$ cat config.mk
export PLATFORM = sky130hd
export DESIGN_NAME = wide_pair_capture
export DESIGN_NICKNAME = d
export VERILOG_FILES = /design/src/rtl/wpc_pkg.sv /design/src/rtl/wpc_bus_sampler.sv /design/src/rtl/wpc_pair_tracker.sv /design/src/rtl/wpc_reg_bank.sv /design/src/rtl/wide_pair_capture.sv
export SDC_FILE = /design/constraint.sdc
export NUM_CORES = 1
export LEC_CHECK = 0
export BUFFER_PORTS_ARGS = -buffer_cell sky130_fd_sc_hd__clkbuf_2
export CELL_PAD_IN_SITES_DETAIL_PLACEMENT = 1
export CELL_PAD_IN_SITES_GLOBAL_PLACEMENT = 1
export CORE_MARGIN = 2
export CORE_UTILIZATION = 40
export CTS_BUF_LIST = sky130_fd_sc_hd__clkbuf_4 sky130_fd_sc_hd__clkbuf_8 sky130_fd_sc_hd__clkbuf_16
export CTS_CLUSTER_SIZE = 30
export DETAILED_ROUTE_END_ITERATION = 16
export PLACE_DENSITY_LB_ADDON = 0.1
export SLEW_MARGIN = 20
export SYNTH_ARGS = -nofsm -noshare
export SYNTH_HDL_FRONTEND = slang
export SYNTH_SLANG_ARGS = --single-unit
$ cat constraint.sdc
create_clock -name clk -period 2.5 [get_ports clk]
set_input_delay 0.25 -clock clk [delete_from_list [all_inputs] [get_ports clk]]
set_output_delay 0.25 -clock clk [all_outputs]
set_load 0.01 [all_outputs]
$ cat src/rtl/wpc_pkg.sv
package wpc_pkg;

   // Kind of update the register bank applies at the end of a bus cycle.
   typedef enum logic [1:0] {
      WR_NONE = 2'd0,
      WR_LOW  = 2'd1,
      WR_WIDE = 2'd2
   } wr_kind_e;

endpackage

$ cat src/rtl/wpc_bus_sampler.sv
module wpc_bus_sampler #(
   parameter int ADDR_W = 16,
   parameter int DATA_W = 8
) (
   input  logic              clk,
   input  logic              rst_n,
   input  logic              bus_e,
   input  logic              bus_rnw,
   input  logic [ADDR_W-1:0] bus_addr,
   input  logic [DATA_W-1:0] bus_wdata,
   output logic              cyc_end,
   output logic              cyc_write,
   output logic [ADDR_W-1:0] cyc_addr,
   output logic [DATA_W-1:0] cyc_data
);

   logic e_q;

   // Capture the cycle while E is high so that bus changes after the
   // strobe drops cannot disturb the decision taken at the edge.
   always_ff @(posedge clk) begin
      if (!rst_n) begin
         e_q       <= 1'b0;
         cyc_write <= 1'b0;
         cyc_addr  <= '0;
         cyc_data  <= '0;
      end else begin
         e_q <= bus_e;
         if (bus_e) begin
            cyc_write <= ~bus_rnw;
            cyc_addr  <= bus_addr;
            cyc_data  <= bus_wdata;
         end
      end
   end

   assign cyc_end = e_q & ~bus_e;

endmodule

$ cat src/rtl/wpc_pair_tracker.sv
module wpc_pair_tracker
   import wpc_pkg::*;
#(
   parameter int              ADDR_W    = 16,
   parameter int              DATA_W    = 8,
   parameter int              NUM_REGS  = 16,
   parameter logic [ADDR_W-1:0] WIN_BASE  = 16'hFFA0,
   parameter logic [ADDR_W-1:0] MODE_ADDR = 16'hFFEF,
   parameter int              MODE_BIT  = 0,
   localparam int             IDX_W     = $clog2(NUM_REGS)
) (
   input  logic              clk,
   input  logic              rst_n,
   input  logic              cyc_end,
   input  logic              cyc_write,
   input  logic [ADDR_W-1:0] cyc_addr,
   input  logic [DATA_W-1:0] cyc_data,
   input  logic              bus_rnw,
   input  logic [ADDR_W-1:0] bus_addr,
   output logic              mode_wide,
   output logic              steal,
   output wr_kind_e          wr_kind,
   output logic [IDX_W-1:0]  wr_idx,
   output logic [DATA_W-1:0] wr_hi,
   output logic [DATA_W-1:0] wr_lo
);

   logic              pend_v;
   logic [IDX_W-1:0]  pend_idx;
   logic [ADDR_W-1:0] pend_next;
   logic [DATA_W-1:0] pend_byte;

   logic cyc_in_win;
   logic cyc_is_mode;
   logic pair_hit;

   assign cyc_in_win  = (cyc_addr[ADDR_W-1:IDX_W] == WIN_BASE[ADDR_W-1:IDX_W]);
   assign cyc_is_mode = (cyc_addr == MODE_ADDR);
   assign pair_hit    = pend_v & cyc_write & (cyc_addr == pend_next);

   // Live override: the second write of a pair is in flight.
   assign steal = pend_v & ~bus_rnw & (bus_addr == pend_next);

   always_comb begin
      wr_kind = WR_NONE;
      if (cyc_end) begin
         if (pair_hit)
            wr_kind = WR_WIDE;
         else if (pend_v)
            wr_kind = WR_LOW;
         else if (cyc_write && cyc_in_win && !mode_wide)
            wr_kind = WR_LOW;
      end
   end

   assign wr_idx = pend_v ? pend_idx : cyc_addr[IDX_W-1:0];
   assign wr_hi  = pend_byte;
   assign wr_lo  = (pend_v && !pair_hit) ? pend_byte : cyc_data;

   always_ff @(posedge clk) begin
      if (!rst_n) begin
         pend_v    <= 1'b0;
         pend_idx  <= '0;
         pend_next <= '0;
         pend_byte <= '0;
         mode_wide <= 1'b0;
      end else if (cyc_end) begin
         pend_v <= 1'b0;
         if (!pair_hit) begin
            if (cyc_write && cyc_is_mode) begin
               mode_wide <= cyc_data[MODE_BIT];
            end else if (cyc_write && cyc_in_win && mode_wide) begin
               pend_v    <= 1'b1;
               pend_idx  <= cyc_addr[IDX_W-1:0];
               pend_next <= cyc_addr + ADDR_W'(1);
               pend_byte <= cyc_data;
            end
         end
      end
   end

endmodule

$ cat src/rtl/wpc_reg_bank.sv
module wpc_reg_bank
   import wpc_pkg::*;
#(
   parameter int  DATA_W   = 8,
   parameter int  NUM_REGS = 16,
   localparam int IDX_W    = $clog2(NUM_REGS),
   localparam int REG_W    = 2 * DATA_W
) (
   input  logic                      clk,
   input  logic                      rst_n,
   input  wr_kind_e                  wr_kind,
   input  logic [IDX_W-1:0]          wr_idx,
   input  logic [DATA_W-1:0]         wr_hi,
   input  logic [DATA_W-1:0]         wr_lo,
   output logic [NUM_REGS*REG_W-1:0] regs_flat
);

   for (genvar g = 0; g < NUM_REGS; g++) begin : g_reg
      logic [DATA_W-1:0] hi_q;
      logic [DATA_W-1:0] lo_q;
      logic              sel;

      assign sel = (wr_kind != WR_NONE) && (wr_idx == IDX_W'(g));

      always_ff @(posedge clk) begin
         if (!rst_n) begin
            hi_q <= '0;
            lo_q <= '0;
         end else if (sel) begin
            lo_q <= wr_lo;
            if (wr_kind == WR_WIDE)
               hi_q <= wr_hi;
         end
      end

      assign regs_flat[g*REG_W +: REG_W] = {hi_q, lo_q};
   end

endmodule

$ cat src/rtl/wide_pair_capture.sv
module wide_pair_capture
   import wpc_pkg::*;
#(
   parameter int                ADDR_W    = 16,
   parameter int                DATA_W    = 8,
   parameter int                NUM_REGS  = 16,
   parameter logic [ADDR_W-1:0] WIN_BASE  = 16'hFFA0,
   parameter logic [ADDR_W-1:0] MODE_ADDR = 16'hFFEF,
   parameter int                MODE_BIT  = 0,
   localparam int               IDX_W     = $clog2(NUM_REGS),
   localparam int               REG_W     = 2 * DATA_W
) (
   input  logic                      clk,
   input  logic                      rst_n,
   input  logic                      bus_e,
   input  logic                      bus_rnw,
   input  logic [ADDR_W-1:0]         bus_addr,
   input  logic [DATA_W-1:0]         bus_wdata,
   output logic                      legacy_wr_block,
   output logic                      wide_mode,
   output logic [NUM_REGS*REG_W-1:0] regs_flat
);

   localparam int WIN_LAST_NEXT = int'(WIN_BASE) + NUM_REGS;

   // Elaboration-time parameter checks
   if (NUM_REGS < 2 || (NUM_REGS & (NUM_REGS - 1)) != 0) begin : g_bad_count
      $error("NUM_REGS must be a power of two, at least 2");
   end
   if ((int'(WIN_BASE) % NUM_REGS) != 0) begin : g_bad_align
      $error("WIN_BASE must be aligned to NUM_REGS");
   end
   if (int'(MODE_ADDR) >= int'(WIN_BASE) && int'(MODE_ADDR) <= WIN_LAST_NEXT) begin : g_bad_mode
      $error("MODE_ADDR must lie outside the window and its spill address");
   end
   if (MODE_BIT < 0 || MODE_BIT >= DATA_W) begin : g_bad_bit
      $error("MODE_BIT must index the data byte");
   end

   logic              cyc_end;
   logic              cyc_write;
   logic [ADDR_W-1:0] cyc_addr;
   logic [DATA_W-1:0] cyc_data;
   wr_kind_e          wr_kind;
   logic [IDX_W-1:0]  wr_idx;
   logic [DATA_W-1:0] wr_hi;
   logic [DATA_W-1:0] wr_lo;

   wpc_bus_sampler #(
      .ADDR_W (ADDR_W),
      .DATA_W (DATA_W)
   ) u_sampler (
      .clk       (clk),
      .rst_n     (rst_n),
      .bus_e     (bus_e),
      .bus_rnw   (bus_rnw),
      .bus_addr  (bus_addr),
      .bus_wdata (bus_wdata),
      .cyc_end   (cyc_end),
      .cyc_write (cyc_write),
      .cyc_addr  (cyc_addr),
      .cyc_data  (cyc_data)
   );

   wpc_pair_tracker #(
      .ADDR_W    (ADDR_W),
      .DATA_W    (DATA_W),
      .NUM_REGS  (NUM_REGS),
      .WIN_BASE  (WIN_BASE),
      .MODE_ADDR (MODE_ADDR),
      .MODE_BIT  (MODE_BIT)
   ) u_tracker (
      .clk       (clk),
      .rst_n     (rst_n),
      .cyc_end   (cyc_end),
      .cyc_write (cyc_write),
      .cyc_addr  (cyc_addr),
      .cyc_data  (cyc_data),
      .bus_rnw   (bus_rnw),
      .bus_addr  (bus_addr),
      .mode_wide (wide_mode),
      .steal     (legacy_wr_block),
      .wr_kind   (wr_kind),
      .wr_idx    (wr_idx),
      .wr_hi     (wr_hi),
      .wr_lo     (wr_lo)
   );

   wpc_reg_bank #(
      .DATA_W   (DATA_W),
      .NUM_REGS (NUM_REGS)
   ) u_bank (
      .clk       (clk),
      .rst_n     (rst_n),
      .wr_kind   (wr_kind),
      .wr_idx    (wr_idx),
      .wr_hi     (wr_hi),
      .wr_lo     (wr_lo),
      .regs_flat (regs_flat)
   );

endmodule

==> results.py, run 1 <==
metrics = {
    "synthesis": {
        "ys_ff_latch": 312,
        "synth.avg_cell_area_sq_um": 9.77,
        "synthCells": 1162,
        "ys.flop_type": "dfxtp_1",
        "synthDistinctLibCells": 42,
        "synth_edf_count": 0,
        "synth_warnings": 0,
        "yosys-top-cells-area": "dfxtp_1, o21ai_0, nand3_1, a21oi_1, mux2i_1",
        "async_flop_share_pct": 0,
        "synth_top_area_cell": "dfxtp_1",
        "netlist.area_leader.share_pct": 55.0,
        "syn_nets": 1191,
        "seq_area_frac_synth_pct": 55.0,
        "synth_area_sq_mm": 0.0114,
    },
    "finish": {
        "finalInstanceArea_sq_mm": 0.0145,
        "area_growth_pct": 27.4,
        "instances_no_fill": 1835,
        "layout.nets": 1461,
        "utilization_pct": 51.9,
        "drive_gt1_share_pct": 29.9,
    },
    "sta": {
        "setup_viol": 0,
        "period_needed_ns": 2.34,
        "hold_violations": 0,
        "maxSlewHeadroom_pct": 37.1,
        "rsz0062_at_grt": "true",
        "fin_ws_ns": 0.157,
        "fmax_ghz": 0.427,
        "tightestPinTransition_ns": 0.939,
        "whs_ns": 0.0196,
        "slew_viol_final": 0,
        "finClkSkew_ns": 0.0174,
        "fin_crit_sh_pct": 93.7,
    },
    "global_routing": {
        "grt_pass1_vias": 9419,
        "grt_pass1_wl_mm": 54.8,
        "grt_remaining_overflow": 0,
        "grt_usage_pct": 23.7,
        "use_met1_pct": 31.3,
        "grt_use_met2_pct": 38.3,
        "grt_antenna_before_repair": 2,
        "grt-busiest-layer": "met2",
        "grt_max_degree": 92,
        "globalRouteMet3Util_pct": 6.29,
    },
    "worst_setup_path": {
        "worstSetupPathType": "reg -> out",
        "start_kind": "register",
        "arrival_ns": 2.09,
        "rr_worst_depth": 7,
        "endpoint_kind": "output port",
        "cp_max_fo": 3,
        "cp_data_required_time_ns": 2.25,
    },
    "cts": {
        "cts_tree": "done",
        "clockRootBuffer": "clkbuf_16",
        "cts_max_level": 2,
        "cts.sinks": 312,
        "cts.clk_slew.worst_paths_ns": 0.06,
        "clock_latency_ns": 0.51,
        "cts_buffer_depth": 3,
        "post-cts-setup-buffers": 0,
        "cts-buffers-inserted": 35,
    },
    "placement": {
        "dp_hpwl_mm": 23.5,
        "gp_congestion": 0.771,
        "port_buffers": 285,
        "placedCellCount": 1772,
        "placed_cell_area_sq_mm": 0.0132,
        "dp_slack_ns": 0.150,
    },
    "drt": {
        "first_iter_violations": 519,
        "wl_per_cell_um": 19.5,
        "totalWireLength_mm": 35.8,
        "vias_per_cell": 5.22,
        "final_antenna_net_count": 0,
        "num_vias": 9586,
        "first_pass_iters": 4,
        "drc": 0,
    },
    "flow_run": {
        "drv_cap": 0,
    },
    "floorplanning": {
        "die_w_um": 172,
        "io-pin-count": 286,
        "start_util_pct": 40.8,
        "die_h_um": 172,
        "rows": 61,
        "core-area_sq_mm": 0.0279,
        "dieArea_sq_mm": 0.0297,
    },
    "outcome": {
        "status": "complete, no violations",
    },
    "hold_path": {
        "hp-class": "in -> reg",
        "hold_path_depth": 3,
    },
    "power_and_ir_drop": {
        "irDropWorstVdd_mv": 0.497,
        "power.density_mw_per_mm2": 748,
        "power_leakage_nw": 6.00,
    },
}
cells in the final DEF, fill, tap and decap left out, types with 4 or more instances in the layout:
cell type	count
o21ai_1	65
mux2i_1	38
o21ai_0	195
clkbuf_8	7
xnor2_1	22
nand3_1	133
clkbuf_16	37
o21a_1	12
nand4_1	11
clkinv_2	4
nor3_2	15
inv_1	5
clkbuf_2	284
a21oi_1	129
clkbuf_4	7
buf_12	8
o211a_1	4
nor3b_1	4
nand2_1	14
nand4_2	8
and3b_1	4
bufinv_16	4
buf_4	40
mux2i_4	8
dfxtp_1	311
nor2b_1	38
nor2_1	4
xor2_1	13
layer usage:
layer	part of all wire [%]	vias to the layer above
met5	0.036	-
met4	1.9	2
met3	7.7	50
met2	45	251
met1	45	4588
li1	-	4695
report_power, final:
group	switching [W]	internal (W)	total, W
registers	0.0000296	0.00500	0.00503
clock network	0.00205	0.00337	0.00542
logic	0.000241	0.000136	0.000377
cell families (layout without fill, tap and decap cells):
logic type	after synthesis	after routing	share of synthesized area (%)
compound gates	412	412	19.2
xor+xnor	35	35	2.70
fa+ha+maj	1	1	0.110
buf+inv	106	400	4.72
flops	312	312	55.0
mux	46	46	4.94
other cells	0	1	0
simple gates	250	250	13.4
sequential cells by signal, summed over array words and instances (netlist names):
| register | count |
|---|---|
| u_sampler.cyc_write | 1 |
| u_tracker.pend_idx | 4 |
| u_bank.g.hi_q | 128 |
| u_sampler.cyc_data | 8 |
| u_tracker.wr_hi | 8 |
| u_bank.g.lo_q | 128 |
| u_sampler.e_q | 1 |
| u_tracker.pend_next | 16 |
| u_sampler.cyc_addr | 16 |
| u_tracker.mode_wide | 1 |
| u_tracker.pend_v | 1 |
final timing paths:
path                                 from                       to  slack [ns]
setup / recovery  u_tracker.pend_next[13]          legacy_wr_block        0.16
hold / removal               bus_wdata[3]    u_sampler.cyc_data[3]        0.02
setup reg to reg    u_sampler.cyc_addr[1]  u_bank.g_reg[0].hi_q[7]        0.16
hold reg to reg   u_bank.g_reg[7].hi_q[6]  u_bank.g_reg[7].hi_q[6]        0.46
layout make-up:
class / instances / area (sq um)
Clock buffer: 50 / 1060
Multi-Input combinational cell: 744 / 4590
Sequential cell: 312 / 6250
Antenna cell: 1 / 2.50
Tap cell: 378 / 473
Fill cell: 3219 / 13400
Inverter: 5 / 18.8
Clock inverter: 11 / 164
Timing Repair Buffer: 334 / 1910
cell usage after synthesis (2+ instances only):
cell type	number
a21oi_1	129
a31oi_1	2
and2_1	3
and3b_1	4
and4_1	2
buf_1	12
buf_2	26
buf_4	6
buf_6	11
clkbuf_1	46
dfxtp_1	312
inv_1	5
mux2i_1	38
mux2i_4	8
nand2_1	14
nand3_1	133
nand4_1	11
nand4_2	10
nor2_1	4
nor2b_1	38
nor3_1	2
nor3_2	15
nor3_4	2
nor3b_1	4
nor4_1	3
o211a_1	4
o21a_1	12
o21ai_0	195
o21ai_1	65
xnor2_1	22
xor2_1	13
critical path: stages (launching register included):
cell and delay, ns:
dfxtp_1 0.34, xnor2_1 0.26, nand4_1 0.16, nor4b_1 0.33, nand3_1 0.12, nor4_1 0.19
clkbuf_2 0.18
repair_timing:
item,CTS,global route
endpoints found under the hold margin,1,0
endpoints found under the setup margin,0,30
gates resized for setup,0,3
hold buffers,1,0
per-stage QoR:
step	TNS, ns	total power [W]
after floorplan	0	0.00537
after global placement	0	0.00551
after detailed placement	0	0.00551
after CTS	0	0.0109
after global routing	-0.379	0.0112
final	0	0.0108
No activity file was read; power rests on OpenSTA's default activity.
==> run 2, diff against run 1 <==
Settings changed: HOLD_SLACK_MARGIN from default to 0.06.
==> results.py, run 2 (synthesis gave the netlist of run 1 again) <==
metrics = {
    "finish": {
        "instances_no_fill": 1855,
        "top_regs": "u_bank.g.hi_q (128), u_bank.g.lo_q (128)",
        "drive_gt1_share_pct": 29.5,
        "utilization_pct": 52.7,
        "final_common_cell": "dfxtp_1",
        "antennaDiodeCount": 0,
        "area_growth_pct": 29.2,
        "layout.nets": 1482,
        "final_cell_mix": "dfxtp_1, clkbuf_2, o21ai_0, nand3_1, a21oi_1",
    },
    "sta": {
        "fmax_ghz": 0.416,
        "maxSlewHeadroom_pct": 40.3,
        "fin_ws_ns": 0.0979,
        "period_needed_ns": 2.40,
        "tightestPinTransition_ns": 0.892,
        "fin_crit_sh_pct": 96.1,
        "finClkSkew_ns": 0.0154,
        "slew_viol_final": 0,
        "setup_viol": 0,
        "rsz0062_at_grt": "true",
        "hold_violations": 0,
        "whs_ns": 0.0753,
    },
    "placement": {
        "placedCellCount": 1772,
        "dp_slack_ns": 0.150,
        "dp_hpwl_mm": 23.5,
        "gp_congestion": 0.771,
        "port_buffers": 285,
    },
    "cts": {
        "cts_max_level": 2,
        "post-cts-setup-buffers": 0,
        "clockRootBuffer": "clkbuf_16",
        "cts.sinks": 312,
        "cts_tree": "done",
        "cts-buffers-inserted": 35,
        "clock_latency_ns": 0.51,
        "cts.clk_slew.worst_paths_ns": 0.06,
        "cts_buffer_depth": 3,
    },
    "global_routing": {
        "grt_usage_pct": 23.8,
        "grt_max_degree": 92,
        "grt_pass1_wl_mm": 55.3,
        "grt_remaining_overflow": 0,
        "grt_pass1_vias": 9562,
        "grt_antenna_before_repair": 0,
    },
    "drt": {
        "first_iter_violations": 496,
        "totalWireLength_mm": 36.1,
        "drc": 0,
        "wl_per_cell_um": 19.5,
        "final_antenna_net_count": 0,
        "first_pass_iters": 4,
        "num_vias": 9630,
        "vias_per_cell": 5.19,
    },
    "worst_setup_path": {
        "worstSetupPathType": "in -> out",
        "endpoint_kind": "output port",
        "cpPeakStageDelay_ns": 0.53,
        "crit_path_top_delay_cell": "dlygate4sd3_1",
        "arrival_ns": 2.15,
        "path_cells": "dlygate4sd3_1 -> clkbuf_2 -> xnor2_1 -> nand4_1 -> nor4b_1 -> nand3_1 -> nor4_1 -> clkbuf_2",
        "crit_path_frequent_cell": "clkbuf_2",
        "crit_family": "buffers and inverters",
        "start_kind": "input pin",
        "cp_max_fo": 2,
        "cp_data_required_time_ns": 2.25,
        "crit_buf_inv": 3,
    },
    "power_and_ir_drop": {
        "swShare_pct": 21.5,
        "intPower_w": 0.00852,
        "power_frac_seq_pct": 46.3,
        "power_leakage_nw": 6.09,
        "power.switching_w": 0.00233,
        "irDropWorstVdd_mv": 0.498,
        "comb_power_share_pct": 3.7,
        "power.density_mw_per_mm2": 740,
        "clkPwrFrac_pct": 50.0,
        "power.total_w": 0.0109,
    },
    "floorplanning": {
        "die_h_um": 172,
        "die_w_um": 172,
        "io-pin-count": 286,
        "dieArea_sq_mm": 0.0297,
        "rows": 61,
        "core-area_sq_mm": 0.0279,
        "start_util_pct": 40.8,
    },
    "hold_path": {
        "hp-class": "in -> reg",
    },
    "outcome": {
        "status": "complete, no violations",
    },
    "flow_run": {
        "drv_cap": 0,
    },
}
[run 2: cell count changes in the layout (fill, tap and decap cells not counted), sizes merged]
| cell | delta |
|---|---|
| dlygate4sd3 | +21 |
| diode | -1 |
[run 2: metrics by stage]
step	cell area, sq um	TNS [ns]
3_5_place_dp	13200	0
2_1_floorplan	11400	0
6_report	14700	0
3_3_place_gp	13200	0
5_1_grt	14700	-0.379
4_1_cts	14700	0
[run 2: worst paths after layout]
| kind | start | to | slack, ns | cells past startpoint |
|---|---|---|---|---|
| setup / recovery | bus_addr[13] | legacy_wr_block | 0.1 | 8 |
| hold / removal | bus_addr[3] | u_sampler.cyc_addr[3] | 0.08 | 3 |
| setup reg to reg | u_sampler.cyc_addr[1] | u_bank.g_reg[0].hi_q[7] | 0.16 | 7 |
| hold reg to reg | u_bank.g_reg[7].hi_q[6] | u_bank.g_reg[7].hi_q[6] | 0.46 | 2 |
[run 2: worst register-to-register path: stages, from the launching register on]
cell and delay, ns:
dfxtp_1 0.53, xnor2_1 0.19, nand4_1 0.15, nor2_2 0.27, buf_4 0.33, nand4_2 0.41, nand3_1 0.23, o21ai_1 0.09
[run 2: metal layers]
| layer | share of wire [%] | vias up | global-route usage (%) |
|---|---|---|---|
| li1 | - | 4733 | - |
| met1 | 46 | 4610 | 31.4 |
| met2 | 45 | 237 | 38.9 |
| met3 | 6.9 | 50 | 6.18 |
| met4 | 2.1 | 0 | 6.25 |
| met5 | 0 | - | 0 |
[run 2: repair_timing]
| item | CTS | global route |
|---|---|---|
| gates resized for setup | 0 | 3 |
| hold endpoints to repair | 22 | 0 |
| setup endpoints to repair | 0 | 30 |
| hold buffers | 22 | 0 |
[run 2: area by class of cell]
class | instances | area, sq um
fill | 3201 | 13200
sequential | 312 | 6250
multi-input combinational | 744 | 4590
timing repair buffer | 355 | 2120
clock buffer | 50 | 1060
tap | 378 | 473
clock inverter | 11 | 164
inverter | 5 | 18.8
[run 2: power by group through the flow]
stage | logic (W) | registers (W) | clock network [W]
after floorplan | 0.000245 | 0.00512 | 0
after detailed placement | 0.000375 | 0.00514 | 0
final | 0.000405 | 0.00503 | 0.00542
after CTS | 0.000405 | 0.00503 | 0.00554
after global placement | 0.000373 | 0.00513 | 0
after global routing | 0.000434 | 0.00503 | 0.00574
==> run 3, diff against run 2 <==
Settings changed: CORE_MARGIN 2 to default, MAX_ROUTING_LAYER from default to met4.
==> results.py, run 3 (synthesis gave the netlist of run 1 again) <==
metrics = {
    "outcome": {
        "status": "complete, no violations",
    },
    "global_routing": {
        "grt_usage_pct": 25.0,
        "grt_pass1_wl_mm": 54.7,
        "grt_pass1_vias": 9416,
        "grt_remaining_overflow": 0,
        "grt_antenna_before_repair": 0,
        "grt_max_degree": 108,
    },
    "sta": {
        "setup_viol": 0,
        "fmax_ghz": 0.414,
        "slew_viol_final": 0,
        "fin_crit_sh_pct": 96.5,
        "rsz0062_at_grt": "true",
        "tightestPinTransition_ns": 0.826,
        "finClkSkew_ns": 0.0218,
        "hold_violations": 0,
        "maxSlewHeadroom_pct": 44.7,
        "finalSetupTns_ns": 0,
        "period_needed_ns": 2.41,
    },
    "cts": {
        "cts_max_level": 2,
        "cts_tree": "done",
        "clockRootBuffer": "clkbuf_16",
        "cts.clk_slew.worst_paths_ns": 0.06,
        "cts.sinks": 312,
        "cts-buffers-inserted": 35,
        "cts_buffer_depth": 3,
        "clock_latency_ns": 0.51,
    },
    "floorplanning": {
        "die_w_um": 170,
        "start_util_pct": 40.8,
        "rows": 61,
        "core-area_sq_mm": 0.0279,
        "io-pin-count": 286,
        "die_h_um": 170,
        "dieArea_sq_mm": 0.0291,
    },
    "hold_path": {
        "hp-class": "in -> reg",
    },
    "finish": {
        "finalInstanceArea_sq_mm": 0.0145,
        "final_common_cell": "dfxtp_1",
        "drive_gt1_share_pct": 29.6,
        "final_cell_mix": "dfxtp_1, clkbuf_2, o21ai_0, nand3_1, a21oi_1",
        "layout.nets": 1481,
        "top_regs": "u_bank.g.hi_q (128), u_bank.g.lo_q (128)",
        "area_growth_pct": 28.0,
        "antennaDiodeCount": 0,
        "num-fill-cells": 3216,
    },
    "worst_setup_path": {
        "endpoint_kind": "register",
        "cp_data_required_time_ns": 2.87,
        "crit_buf_inv": 1,
        "arrival_ns": 2.78,
        "worstSetupPathType": "reg -> reg",
        "path_cells": "xnor2_1 -> nand4_1 -> nor3_4 -> buf_4 -> nand4_2 -> nand3_1 -> o21ai_1",
        "start_kind": "register",
        "crit_path_top_delay_cell": "dfxtp_1",
        "crit_family": "simple AND/OR/NAND/NOR gates",
        "cp_max_fo": 16,
        "cpPeakStageDelay_ns": 0.51,
    },
    "placement": {
        "placed_cell_area_sq_mm": 0.0132,
        "gp_congestion": 0.779,
        "dp_hpwl_mm": 23.0,
        "port_buffers": 285,
    },
    "drt": {
        "drc": 0,
        "wl_per_cell_um": 19.4,
        "vias_per_cell": 5.21,
        "first_pass_iters": 4,
        "totalWireLength_mm": 35.9,
        "num_vias": 9660,
        "final_antenna_net_count": 0,
        "first_iter_violations": 548,
    },
    "flow_run": {
        "drv_cap": 0,
    },
    "power_and_ir_drop": {
        "power.density_mw_per_mm2": 715,
        "irDropWorstVdd_mv": 0.461,
        "power_leakage_nw": 6.02,
    },
}
## run 3: cell types whose count changed in the layout (fill, tap and decap cells not counted), sizes merged
cell         change
inv              +1
clkinv           +7
bufinv           -3
dlygate4sd3      -1
clkbuf           -6
## run 3: what timing repair did
item                       CTS  global route
hold endpoints to repair    21             0
setup buffers                0             0
gates resized for setup      0             5
hold buffers                21             0
setup endpoints to repair    0            83
## run 3: per-layer routing
layer	wire length [um]	part of all wire, %	GRT usage [%]	up-vias
li1	-	-	-	4735
met1	16500	46	32.1	4609
met2	16200	45	39.2	257
met3	2360	6.6	5.93	59
met4	785	2.2	7.01	0
met5	0	0	-	-
## run 3: path summary, 6_finish.rpt
path | start | endpoint | slack [ns] | cells past startpoint
worst max-delay path | u_sampler.cyc_addr[0] | u_bank.g_reg[3].hi_q[2] | 0.09 | 7
worst min-delay path | bus_addr[10] | u_sampler.cyc_addr[10] | 0.08 | 3
worst max register to register | u_sampler.cyc_addr[0] | u_bank.g_reg[3].hi_q[2] | 0.09 | 7
worst min register to register | u_bank.g_reg[10].hi_q[7] | u_bank.g_reg[10].hi_q[7] | 0.46 | 2
## run 3: power by group
group	internal, W	total [W]	switching (W)	leakage [nW]
logic	0.000149	0.000397	0.000248	2.95
clock network	0.00290	0.00497	0.00206	0.557
registers	0.00500	0.00503	0.0000323	2.52
total	0.00805	0.0104	0.00234	6.02
## run 3: layout make-up
type	count	area, sq um	area share, %
sequential	312	6250	43.0
inverter	5	18.8	0.129
clock inverter	16	121	0.835
clock buffer	44	987	6.79
tap	378	473	3.25
multi-input combinational	744	4610	31.7
timing repair buffer	354	2080	14.3
## run 3: stage by stage
step	utilization, %	setup slack [ns]	hold slack (ns)	cells	total power [W]
5_1_grt	52.2	-0.163	0.0930	1853	0.0107
2_1_floorplan	-	0.467	0.419	1162	0.00537
4_1_cts	52.0	0.0687	0.0693	1853	0.0105
3_5_place_dp	47.3	0.138	0.454	1772	0.00550
3_3_place_gp	47.3	0.214	0.447	1772	0.00550
6_report	52.2	0.0873	0.0849	1853	0.0104
## run 3: worst reg2reg max path, stage by stage (launching register included)
cell and delay (ns):
dfxtp_1 0.51, xnor2_1 0.17, nand4_1 0.17, nor3_4 0.33, buf_4 0.35, nand4_2 0.41
nand3_1 0.25, o21ai_1 0.08
